==> config.mk <==
export PLATFORM = sky130hd
export DESIGN_NAME = periph_irq_flags
export DESIGN_NICKNAME = d
export VERILOG_FILES = /design/src/rtl/irq_flags_pkg.sv /design/src/rtl/irq_cmp_edge.sv /design/src/rtl/irq_ccu_sel.sv /design/src/rtl/irq_req_reg.sv /design/src/rtl/periph_irq_flags.sv
export SDC_FILE = /design/constraint.sdc
export NUM_CORES = 1
export LEC_CHECK = 0
export ABC_AREA = 1
export BUFFER_PORTS_ARGS = -buffer_cell sky130_fd_sc_hd__buf_4
export CAP_MARGIN = 20
export CORE_AREA = 3 3 40 42
export CTS_CLUSTER_SIZE = 8
export DETAILED_ROUTE_END_ITERATION = 10
export DIE_AREA = 0 0 43 45
export PLACE_DENSITY = 0.68
export SYNTH_ARGS = -nofsm -noshare
export SYNTH_HDL_FRONTEND = slang
export SYNTH_SLANG_ARGS = --single-unit
==> constraint.sdc <==
create_clock -name clk -period 1 [get_ports clk]
set_input_delay 0.15 -clock clk [delete_from_list [all_inputs] [get_ports clk]]
set_output_delay 0.15 -clock clk [all_outputs]
set_load 0.005 [all_outputs]
==> src/rtl/irq_flags_pkg.sv <==
package irq_flags_pkg;
    localparam int FLAG_W = 8;
    localparam int B_NVM  = 7;
    localparam int B_CMP  = 6;
    localparam int B_RX   = 5;
    localparam int B_TX   = 4;
    localparam int B_RSV  = 3;
    localparam int B_CCU  = 2;
    localparam int B_T2   = 1;
    localparam int B_T1   = 0;

    localparam logic [FLAG_W-1:0] STICKY_MASK =
        FLAG_W'((1 << B_NVM) | (1 << B_CMP) | (1 << B_CCU) | (1 << B_T2) | (1 << B_T1));

    typedef enum logic [1:0] {
        CCU_CAPTURE = 2'b00,
        CCU_COMPARE = 2'b01,
        CCU_PWM_LO  = 2'b10,
        CCU_PWM_HI  = 2'b11
    } ccu_mode_e;

    typedef struct packed {
        logic prev;
        logic armed;
    } cmp_state_t;
endpackage

==> src/rtl/irq_cmp_edge.sv <==
module irq_cmp_edge (
    input  logic clk,
    input  logic rst_n,
    input  logic cmp_in,
    output logic change_o
);
    import irq_flags_pkg::*;

    cmp_state_t st_d, st_q;

    always_comb begin
        st_d.prev  = cmp_in;
        st_d.armed = 1'b1;
        change_o   = st_q.armed && (cmp_in != st_q.prev);
    end

    always_ff @(posedge clk or negedge rst_n) begin
        if (!rst_n) st_q <= '0;
        else        st_q <= st_d;
    end

    // once armed the detector never disarms until reset
    p_armed_stays_r9: assert property (@(posedge clk) disable iff (!rst_n)
        st_q.armed |=> st_q.armed);
endmodule

==> src/rtl/irq_ccu_sel.sv <==
module irq_ccu_sel (
    input  logic [1:0] mode_i,
    input  logic       capture_i,
    input  logic       match_i,
    output logic       hit_o
);
    import irq_flags_pkg::*;

    ccu_mode_e mode_d;

    always_comb begin
        mode_d = ccu_mode_e'(mode_i);
        unique case (mode_d)
            CCU_CAPTURE: hit_o = capture_i;
            CCU_COMPARE: hit_o = match_i;
            default:     hit_o = 1'b0;
        endcase
    end
endmodule

==> src/rtl/irq_req_reg.sv <==
module irq_req_reg #(
    parameter int W = 8
) (
    input  logic         clk,
    input  logic         rst_n,
    input  logic [W-1:0] status_i,
    input  logic [W-1:0] mask_i,
    input  logic         global_en_i,
    output logic         irq_o
);
    logic irq_d, irq_q;

    always_comb begin
        irq_d = global_en_i && (|(status_i & mask_i));
    end

    always_ff @(posedge clk or negedge rst_n) begin
        if (!rst_n) irq_q <= 1'b0;
        else        irq_q <= irq_d;
    end

    assign irq_o = irq_q;

    p_global_gate_r11: assert property (@(posedge clk) disable iff (!rst_n)
        !global_en_i |=> !irq_o);
    p_mask_gate_r11: assert property (@(posedge clk) disable iff (!rst_n)
        ((status_i & mask_i) == '0) |=> !irq_o);
endmodule

==> src/rtl/periph_irq_flags.sv <==
module periph_irq_flags (
    input  logic       clk,
    input  logic       rst_n,
    input  logic       wr_en,
    input  logic [7:0] wr_data,
    output logic [7:0] rd_data,
    input  logic [7:0] irq_mask,
    input  logic       irq_global_en,
    input  logic       ev_nvm_done,
    input  logic       cmp_out,
    input  logic       uart_rx_full,
    input  logic       uart_tx_empty,
    input  logic [1:0] ccu_mode,
    input  logic       ccu_capture,
    input  logic       ccu_match,
    input  logic       tmr2_period_hit,
    input  logic       tmr1_wrap,
    output logic       irq
);
    import irq_flags_pkg::*;

    logic [FLAG_W-1:0] flags_d, flags_q;
    logic [FLAG_W-1:0] set_vec;
    logic [FLAG_W-1:0] sw_vec;
    logic              cmp_change;
    logic              ccu_hit;

    irq_cmp_edge u_cmp (
        .clk      (clk),
        .rst_n    (rst_n),
        .cmp_in   (cmp_out),
        .change_o (cmp_change)
    );

    irq_ccu_sel u_ccu (
        .mode_i    (ccu_mode),
        .capture_i (ccu_capture),
        .match_i   (ccu_match),
        .hit_o     (ccu_hit)
    );

    always_comb begin
        set_vec        = '0;
        set_vec[B_NVM] = ev_nvm_done;
        set_vec[B_CMP] = cmp_change;
        set_vec[B_CCU] = ccu_hit;
        set_vec[B_T2]  = tmr2_period_hit;
        set_vec[B_T1]  = tmr1_wrap;

        sw_vec  = wr_en ? wr_data : flags_q;
        flags_d = (sw_vec | set_vec) & STICKY_MASK;

        rd_data        = flags_q & STICKY_MASK;
        rd_data[B_RX]  = uart_rx_full;
        rd_data[B_TX]  = uart_tx_empty;
        rd_data[B_RSV] = 1'b0;
    end

    always_ff @(posedge clk or negedge rst_n) begin
        if (!rst_n) flags_q <= '0;
        else        flags_q <= flags_d;
    end

    irq_req_reg #(.W(FLAG_W)) u_req (
        .clk         (clk),
        .rst_n       (rst_n),
        .status_i    (rd_data),
        .mask_i      (irq_mask),
        .global_en_i (irq_global_en),
        .irq_o       (irq)
    );

    p_nvm_set_r5: assert property (@(posedge clk) disable iff (!rst_n)
        ev_nvm_done |=> rd_data[B_NVM]);
    p_t1_hold_r5: assert property (@(posedge clk) disable iff (!rst_n)
        (rd_data[B_T1] && !wr_en) |=> rd_data[B_T1]);
    p_t2_clear_r6: assert property (@(posedge clk) disable iff (!rst_n)
        (wr_en && !wr_data[B_T2] && !tmr2_period_hit) |=> !rd_data[B_T2]);
    p_set_wins_r7: assert property (@(posedge clk) disable iff (!rst_n)
        (wr_en && !wr_data[B_T1] && tmr1_wrap) |=> rd_data[B_T1]);
    p_cmp_set_r9: assert property (@(posedge clk) disable iff (!rst_n)
        cmp_change |=> rd_data[B_CMP]);
    p_pwm_quiet_r10: assert property (@(posedge clk) disable iff (!rst_n)
        (ccu_mode[1] && !wr_en && !rd_data[B_CCU]) |=> !rd_data[B_CCU]);
endmodule

==> impl_results.md, run 1 <==
* Post-synthesis adder-cell area fraction at 0%
* Drt wl/cell at around 9.5 um
* WP data arrival at approximately 0.79 ns
* Non-filler instance count after layout at 99
* Yosys top cell area share at between 50 and 60%
* Status: finished clean
* Commonest non-fill, non-tap cells in the layout: buf_4 (33), nand2_1 (17), dfrtp_1 (8)
* Worst Path Max Fanout at 3
* Final HPWL DP at about 800 um
* Overflow left after global routing at 0
* Initial Util at around 30%
* Syn nets at 80
* Pwr Total at a little under 800 uW
* Largest family of logic cells by synthesized area: simple AND/OR/NAND/NOR gates
* Library cells used by synthesis at 13
* Area Growth Syn to Fin at 71.75%
* Ports at 39
* H-tree Lvls at 1
* WL met3 at between 100 and 150 um
* Register bit total from synthesis at 8
* Post-CTS setup buffers at 0
* Core Area at approximately 1300 um2
* Full die area at around 1900 um2
* Final Instance Area at around 660 um2
* Compound-gate portion of the synthesized area at 10.06%
* Skew final at roughly 0.0031 ns
* Die width at roughly 43 um
* Worst vdd ir at 0.0005554 V
* First-pass GRT wire length at approximately 1500 um
* Clk sink count at 8
* Critical path endpoint category: output port
* Hold Path Class: in2reg
* Port buffer count at 33
* Detailed Routing Iterations Pass 1 at 3
* ANT cells at 0
* Remaining DRCs at 0
* Simple-gate share of the synthesized area at between 20% and 30%
* Slew Limit Fails at 0
* Max_cap viols at 0
* Routed WL at around 940 um
* Synth area leaders: dfrtp_1 (52%), nand2_1 (17%), nor2_1 (6.8%)
* Worst Setup Start Kind: register
* 1st-iter DRT viols at 1
* Post-Synthesis Cell Area at ~390 um2
* Crit path time final at approximately 0.94 ns
* Seq/Total Area, Yosys at 51.95%
* Final worst slack at 0.06273 ns
* # hold bufs at CTS at 1
* Fin crit share at between 90% and 100%
* Total GRT Usage at 10.77%
* Slowest-stage cell, CP: dfrtp_1
* Crit Path Category: reg2out
* Die Y at 45 um
* Via count at about 410
* Final setup vio count at 0
* Post-CTS sizing at 0
* Area after DPL at roughly 630 um2
* Largest net degree at the start of global routing at 9
* Synth Instances at 50
* Share of cells above drive strength 1 at between 40% and 50%
* RSZ-0062 raised after global routing: false
* Critical path's top delay family: flip-flops
* Root Buffer: clkbuf_4
* XOR/XNOR Fraction of Synth Area at 0%
* Yosys warning total at 0
* Number of global-route vias before repair at between 300 and 400
* Avg Inst Size Synth at about 7.7 um2
* Routed wl met2 at ~430 um
* Routability cong. at approximately 0.67
* Dpl ws at ~0.17 ns
* Clk Latency, worst-skew pair at ~0.25 ns
* Multiplexer share of the synthesized area at 0%
* Antenna violations before repair at 0
* Pwr Density at 1170 nW/um2
* Max incr delay on CP at 0.40 ns
* Length of routed wiring on met1 at 389 um
* Fmax at between 1000 and 1500 MHz
* CTS tree: yes
* Commonest non-fill, non-tap cell in the layout: buf_4
* Critical path buffer and inverter count at 1
* Routed Antenna Nets at 0
* Nets at roughly 120
* Top routing layer used: met4
* Cts bufs inserted at 3
* Crit path cell chain: buf_4
* # rows at 13
* Placed insts at 95
* CP Data Required Time at roughly 0.85 ns
* Setup TNS at 0 ns
* Vias per Instance at 4.152
* Worst-path clk slew at ~0.050 ns
* Util after Layout at between 50% and 60%
* Dominant cell type by area after synthesis: dfrtp_1
* Fin Hold WS at just under 0.02 ns
* Bufs on Longest Clock Path at 2
* Static Leak at 0.3671 nW
* Final Hold Fails at 0
registers in the layout (all words and copies together), names as in the netlist:
register	flops
flags_q	5
u_req.irq_o	1
u_cmp.st_q	2
cells in the mapped netlist:
cell,number
conb_1,2
buf_4,3
nor2_1,7
nand3_1,1
nand2_1,17
o22ai_1,1
inv_1,3
o21ai_1,1
o21bai_1,1
a21oi_1,4
inv_2,1
dfrtp_1,8
or2_1,1
layer usage:
layer,up-vias,track usage (%)
li1,218,-
met1,167,12.90
met2,24,15.87
met3,2,4.382
met4,0,7.229
met5,-,0
power breakdown:
group / leakage, nW / internal [mW] / switching, mW
Sequential: 0.0862 / 0.346 / 0.0146
Combinational: 0.267 / 0.113 / 0.0618
Clock: 0.0138 / 0.137 / 0.102
cell families after synthesis:
kind of cell,after synthesis
buffers and inverters,7
other,2
AOI/OAI and AO/OA,7
and+or+nand+nor,26
DFF,8
path summary, 6_finish.rpt:
kind,from,endpoint,slack (ns),depth (start not counted)
max,flags_q[2]$_DFF_PN0_,rd_data[2],0.06,1
min reg2reg,u_cmp.st_q[0]$_DFF_PN0_,flags_q[6]$_DFF_PN0_,0.49,2
max reg2reg,u_cmp.st_q[1]$_DFF_PN0_,flags_q[6]$_DFF_PN0_,0.18,3
min,cmp_out,u_cmp.st_q[1]$_DFF_PN0_,0.02,1
min in group asynchronous,rst_n,flags_q[2]$_DFF_PN0_,0.25,2
max in group asynchronous,rst_n,u_req.irq_o$_DFF_PN0_,0.62,2
cell type report:
class                           instances  area [um2]
Multi-Input combinational cell         35       147.6
Fill cell                             136       623.1
Inverter                                4       15.01
Tap cell                               15       18.77
Sequential cell                         8       200.2
Timing Repair Buffer                   34       257.7
Clock buffer                            3       22.52
No activity file was read; power rests on OpenSTA's default activity.
==> run 2, diff against run 1 <==
--- a/config.mk
+++ b/config.mk
@@ -8,11 +8,13 @@
 export ABC_AREA = 1
 export BUFFER_PORTS_ARGS = -buffer_cell sky130_fd_sc_hd__buf_4
 export CAP_MARGIN = 20
-export CORE_AREA = 3 3 40 42
+export CELL_PAD_IN_SITES_DETAIL_PLACEMENT = 1
+export CELL_PAD_IN_SITES_GLOBAL_PLACEMENT = 1
+export CORE_MARGIN = 3
+export CORE_UTILIZATION = 20
 export CTS_CLUSTER_SIZE = 8
 export DETAILED_ROUTE_END_ITERATION = 10
-export DIE_AREA = 0 0 43 45
-export PLACE_DENSITY = 0.68
+export PLACE_DENSITY_LB_ADDON = 0.1
 export SYNTH_ARGS = -nofsm -noshare
 export SYNTH_HDL_FRONTEND = slang
 export SYNTH_SLANG_ARGS = --single-unit
==> run 2 against run 1 <==
  * Cell count is 10% higher
  * Sequential share of layout area decreased by 0.56 points
  * Die area increased by 29%
  * Critical path type unchanged
==> impl_results.md, run 2 (synthesized netlist as in run 1, its figures left out) <==
* # rows at 15 (was 13)
* Slowest-stage cell, CP: dfrtp_1 (unchanged)
* Drt wl/cell at 10.23 um (was 9.475 um)
* Max_cap viols at 0 (unchanged)
* Largest register by flop count: flags_q (unchanged)
* Detailed Routing Iterations Pass 1 at 2 (was 3)
* Remaining DRCs at 0 (unchanged)
* Final Hold Fails at 0 (unchanged)
* Placed insts at 105 (was 95)
* Critical path buffer and inverter count at 1 (unchanged)
* Number of flip-flops in the largest register at 5 (unchanged)
* Final worst slack at 0.05519 ns (was 0.06273 ns)
* Routed WL at 1115 um (was 938 um)
* WP data arrival at 0.79 ns (about the same)
* Final Instance Area at 674.4 um2 (was 661.9 um2)
* Non-filler instance count after layout at 109 (was 99)
* Via count at 448 (was 411)
* Pwr Density at 1161 nW/um2 (was 1170 nW/um2)
* Area Growth Syn to Fin at 75.00% (was 71.75%)
* Static Leak at 0.3671 nW (unchanged)
* CTS tree: yes (unchanged)
* Cts bufs inserted at 3 (unchanged)
* Critical path's top delay family: flip-flops (unchanged)
* Root Buffer: clkbuf_4 (unchanged)
* Routed Antenna Nets at 0 (unchanged)
* Crit path time final at 0.9448 ns (was 0.9373 ns)
* Core Area at 1764 um2 (was 1285 um2)
* Crit path cell chain: buf_4 (unchanged)
* Slew Limit Fails at 0 (unchanged)
* CP Data Required Time at 0.85 ns (about the same)
* Bufs on Longest Clock Path at 2 (unchanged)
* Commonest non-fill, non-tap cells in the layout: buf_4 (33), nand2_1 (17), dfrtp_1 (8) (unchanged)
* Pwr Total at 783.2 uW (was 774.2 uW)
* Area after DPL at 641.9 um2 (was 629.4 um2)
* Full die area at 2490 um2 (was 1935 um2)
* Hold Path Class: in2reg (unchanged)
* Total GRT Usage at 10.47% (was 10.77%)
* Crit Path Category: reg2out (unchanged)
* Commonest non-fill, non-tap cell in the layout: buf_4 (unchanged)
* Clk sink count at 8 (unchanged)
* Status: finished clean (unchanged)
* Max incr delay on CP at 0.40 ns (about the same)
* Routability cong. at 0.6236 (was 0.6686)
* Antenna violations before repair at 0 (unchanged)
* Area occupied by multi-input gates at 147.6 um2 (unchanged)
* Die Y at 49.90 um (was 45 um)
* H-tree Lvls at 1 (unchanged)
* Share of cells above drive strength 1 at 44.05% (unchanged)
* Fin crit share at 94.48% (was 93.73%)
* R2r setup slk at 0.17 ns (was 0.18 ns)
* Ports at 39 (unchanged)
* Die width at 49.90 um (was 43 um)
* ANT cells at 0 (unchanged)
* Worst-path clk slew at 0.06 ns (was 0.05 ns)
* Number of global-route vias before repair at 484 (was 388)
* Worst vdd ir at 0.0006749 V (was 0.0005554 V)
* Fin Hold WS at 0.01672 ns (was 0.01973 ns)
* Worst Path Max Fanout at 3 (unchanged)
* Fmax at 1058 MHz (was 1067 MHz)
* Nets at 116 (unchanged)
* First-pass GRT wire length at 1987 um (was 1504 um)
* Vias per Instance at 4.110 (was 4.152)
* Util after Layout at 38.23% (was 51.51%)
* Skew final at 0.002331 ns (was 0.003136 ns)
* Dpl ws at 0.1645 ns (was 0.1722 ns)
* RSZ-0062 raised after global routing: false (unchanged)
* Final setup vio count at 0 (unchanged)
* Setup TNS at 0 ns (unchanged)
* Fillers at 247 (was 136)
* Overflow left after global routing at 0 (unchanged)
* Critical path endpoint category: output port (unchanged)
* Worst Setup Start Kind: register (unchanged)
* Initial Util at 21.84% (was 29.99%)
* 1st-iter DRT viols at 2 (was 1)
* Largest net degree at the start of global routing at 9 (unchanged)
* Clk Latency, worst-skew pair at 0.25 ns (about the same)
* Port buffer count at 33 (unchanged)
* Register area at 200.2 um2 (unchanged)
[run 2: cell counts in the layout (fill, tap and decap cells not counted)]
No cell type changed its count.
[run 2: worst paths after layout]
kind	start	to	cells after the start
hold reg to reg	u_cmp.st_q[0]$_DFF_PN0_	flags_q[6]$_DFF_PN0_	2
max in group asynchronous	rst_n	u_req.irq_o$_DFF_PN0_	2
setup reg to reg	u_cmp.st_q[1]$_DFF_PN0_	flags_q[6]$_DFF_PN0_	3
min in group asynchronous	rst_n	flags_q[2]$_DFF_PN0_	2
setup / recovery	flags_q[0]$_DFF_PN0_	rd_data[0]	1
hold / removal	cmp_out	u_cmp.st_q[1]$_DFF_PN0_	1
[run 2: layout make-up]
cell class,count,share of cell area (%)
multi-input combinational,35,21.89
sequential,8,29.68
timing repair buffer,34,38.22
clock buffer,3,3.340
tap,25,4.638
inverter,4,2.226
[run 2: power breakdown]
part / total [mW] / internal, mW / switching, mW
logic: 0.177 / 0.113 / 0.0643
registers: 0.361 / 0.346 / 0.0150
clock network: 0.245 / 0.137 / 0.108
total: 0.783 / 0.596 / 0.187
[run 2: timing repair]
action	CTS	global route
resized for setup	0	0
buffers inserted	0	0
endpoints found under the hold margin	8	0
endpoints found under the setup margin	0	0
hold buffers	1	0
[run 2: layer usage]
layer	routed length [um]	up-vias	GRT usage [%]
met4	0	0	1.382
met1	358	209	9.963
met2	656	20	20.04
li1	-	219	-
met5	0	-	0
met3	100	0	5.438
==> run 3, diff against run 2 <==
--- a/config.mk
+++ b/config.mk
@@ -15,6 +15,7 @@
 export CTS_CLUSTER_SIZE = 8
 export DETAILED_ROUTE_END_ITERATION = 10
 export PLACE_DENSITY_LB_ADDON = 0.1
+export SETUP_SLACK_MARGIN = 0.2
 export SYNTH_ARGS = -nofsm -noshare
 export SYNTH_HDL_FRONTEND = slang
 export SYNTH_SLANG_ARGS = --single-unit
==> run 3 against run 2 <==
  * Via count rose by 3.1%
  * Global-route usage increased by 0.38 points
  * Die area unchanged
  * Critical path type unchanged
  * Largest power group unchanged
  * Highest routed layer unchanged
==> impl_results.md, run 3 (synthesized netlist as in run 1, its figures left out) <==
* Full die area at 2490 um2 (unchanged)
* Critical path endpoint category: output port (unchanged)
* Critical path's top delay family: flip-flops (unchanged)
* RSZ-0062 raised after global routing: true (was false)
* Max incr delay on CP at 0.41 ns (was 0.40 ns)
* Routability cong. at 0.6236 (unchanged)
* Via count at 462 (was 448)
* Overflow left after global routing at 0 (unchanged)
* Worst hold stages at 1 (unchanged)
* Area Growth Syn to Fin at 95.45% (was 75.00%)
* Skew final at 0.002457 ns (was 0.002331 ns)
* R2r setup slk at 0.11 ns (was 0.17 ns)
* Bufs on Longest Clock Path at 2 (unchanged)
* FF-to-FF Start: flags_q[6]$_DFF_PN0_ (was u_cmp.st_q[1]$_DFF_PN0_)
* Worst vdd ir at 0.0006839 V (was 0.0006749 V)
* Fmax at 1070 MHz (was 1058 MHz)
* Die Y at 49.90 um (unchanged)
* Port buffer count at 33 (unchanged)
* Antenna violations before repair at 0 (unchanged)
* Pwr Total at 832.3 uW (was 783.2 uW)
* CTS tree: yes (unchanged)
* H-tree Lvls at 1 (unchanged)
* Hold Path End: u_cmp.st_q[1]$_DFF_PN0_ (unchanged)
* Worst hold start: cmp_out (unchanged)
* Critical path buffer and inverter count at 1 (unchanged)
* Worst Setup Start Kind: register (unchanged)
* First-pass GRT wire length at 2063 um (was 1987 um)
* Commonest non-fill, non-tap cells in the layout: buf_4 (28), nand2_1 (14), buf_6 (9) (was buf_4 (33), nand2_1 (17), dfrtp_1 (8))
* Fin crit share at 93.49% (was 94.48%)
* Slew Limit Fails at 0 (unchanged)
* Vias per Instance at 4.088 (was 4.110)
* CP Data Required Time at 0.85 ns (about the same)
* Ports at 39 (unchanged)
* Nets at 120 (was 116)
* Pwr Density at 1105 nW/um2 (was 1161 nW/um2)
* Status: finished clean (unchanged)
* Drt wl/cell at 10.25 um (was 10.23 um)
* Hold Path Class: in2reg (unchanged)
* Root Buffer: clkbuf_4 (unchanged)
* Slowest-stage cell, CP: dfrtp_1 (unchanged)
* WP data arrival at 0.78 ns (was 0.79 ns)
* Final Hold Fails at 0 (unchanged)
* Largest register by flop count: flags_q (unchanged)
* Routed Antenna Nets at 0 (unchanged)
* Number of flip-flops in the largest register at 5 (unchanged)
* Fillers at 245 (was 247)
* FF-to-FF End: u_req.irq_o$_DFF_PN0_ (was flags_q[6]$_DFF_PN0_)
* Total GRT Usage at 10.84% (was 10.47%)
* Clk Latency, worst-skew pair at 0.25 ns (about the same)
* Crit Path Category: reg2out (unchanged)
* Core Area at 1764 um2 (unchanged)
* Number of global-route vias before repair at 506 (was 484)
* WP depth at 1 (unchanged)
* Static Leak at 0.4013 nW (was 0.3671 nW)
* Worst reg2reg path depth at 5 (was 3)
* Worst-path clk slew at 0.06 ns (about the same)
* Worst Path Max Fanout at 3 (unchanged)
* Crit path cell chain: buf_6 (was buf_4)
* Largest net degree at the start of global routing at 9 (unchanged)
* Max_cap viols at 0 (unchanged)
* ANT cells at 0 (unchanged)
* Final setup vio count at 0 (unchanged)
* Routed WL at 1158 um (was 1115 um)
* Setup TNS at 0 ns (unchanged)
* # rows at 15 (unchanged)
* Share of cells above drive strength 1 at 51.14% (was 44.05%)
* Die width at 49.90 um (unchanged)
* Cts bufs inserted at 3 (unchanged)
* Clk sink count at 8 (unchanged)
* Initial Util at 21.84% (unchanged)
* 1st-iter DRT viols at 2 (unchanged)
* Crit path time final at 0.9349 ns (was 0.9448 ns)
* Remaining DRCs at 0 (unchanged)
* Commonest non-fill, non-tap cell in the layout: buf_4 (unchanged)
* Detailed Routing Iterations Pass 1 at 2 (unchanged)
[run 3: worst max-delay path by stage]
stage | startpoint | end
2_1_floorplan | u_cmp.st_q[1]$_DFF_PN0_ | flags_q[6]$_DFF_PN0_
3_3_place_gp | flags_q[2]$_DFF_PN0_ | u_req.irq_o$_DFF_PN0_
3_5_place_dp | u_cmp.st_q[1]$_DFF_PN0_ | flags_q[6]$_DFF_PN0_
4_1_cts | flags_q[1]$_DFF_PN0_ | rd_data[1]
5_1_grt | flags_q[0]$_DFF_PN0_ | rd_data[0]
6_report | flags_q[0]$_DFF_PN0_ | rd_data[0]
[run 3: per-layer routing]
| metal | vias to the layer above | global-route usage, % | wire length [um] |
|---|---|---|---|
| met5 | - | 0 | 0 |
| met4 | 0 | 1.382 | 0 |
| met3 | 0 | 5.438 | 100 |
| met2 | 20 | 20.70 | 682 |
| met1 | 215 | 10.52 | 375 |
| li1 | 227 | - | - |
[run 3: power breakdown]
part / switching [mW] / internal, mW / total (mW)
registers: 0.0172 / 0.346 / 0.363
logic: 0.0764 / 0.146 / 0.222
clock network: 0.110 / 0.137 / 0.247
[run 3: layout make-up]
| class | count | area, um2 | area share, % |
|---|---|---|---|
| Timing Repair Buffer | 38 | 321.6 | 42.69 |
| Clock buffer | 3 | 22.52 | 2.990 |
| Sequential cell | 8 | 200.2 | 26.58 |
| Tap cell | 25 | 31.28 | 4.153 |
| Inverter | 4 | 15.01 | 1.993 |
| Multi-Input combinational cell | 35 | 162.7 | 21.59 |
[run 3: through the flow]
| step | cells | hold WS (ns) | utilization, % | instance area [um2] | worst slack [ns] |
|---|---|---|---|---|---|
| floorplan | 50 | -0.1456 | - | 385.4 | 0.2107 |
| global placement | 105 | -0.02491 | 36.38 | 641.9 | 0.1945 |
| detailed placement | 105 | -0.02179 | 36.38 | 641.9 | 0.1645 |
| CTS | 112 | 0.007550 | 40.92 | 721.9 | 0.04991 |
| global route | 113 | 0.004314 | 42.70 | 753.2 | 0.01758 |
| finish | 113 | 0.01542 | 42.70 | 753.2 | 0.06507 |
[run 3: timing repair]
item,4_1_cts,5_1_grt
pin swaps,4,0
cloned,0,0
hold buffers,1,0
resized for setup,7,7
endpoints found under the setup margin,8,9
buffers inserted,3,1
hold endpoints to repair,8,0
[run 3: worst register-to-register path, delay by kind of cell (launching register included)]
family / cells / cell delay, ns
flip-flops: 1 / 0.40
AND/OR/NAND/NOR: 3 / 0.19
buffers and inverters: 1 / 0.13
AO/OA/AOI/OAI: 1 / 0.06
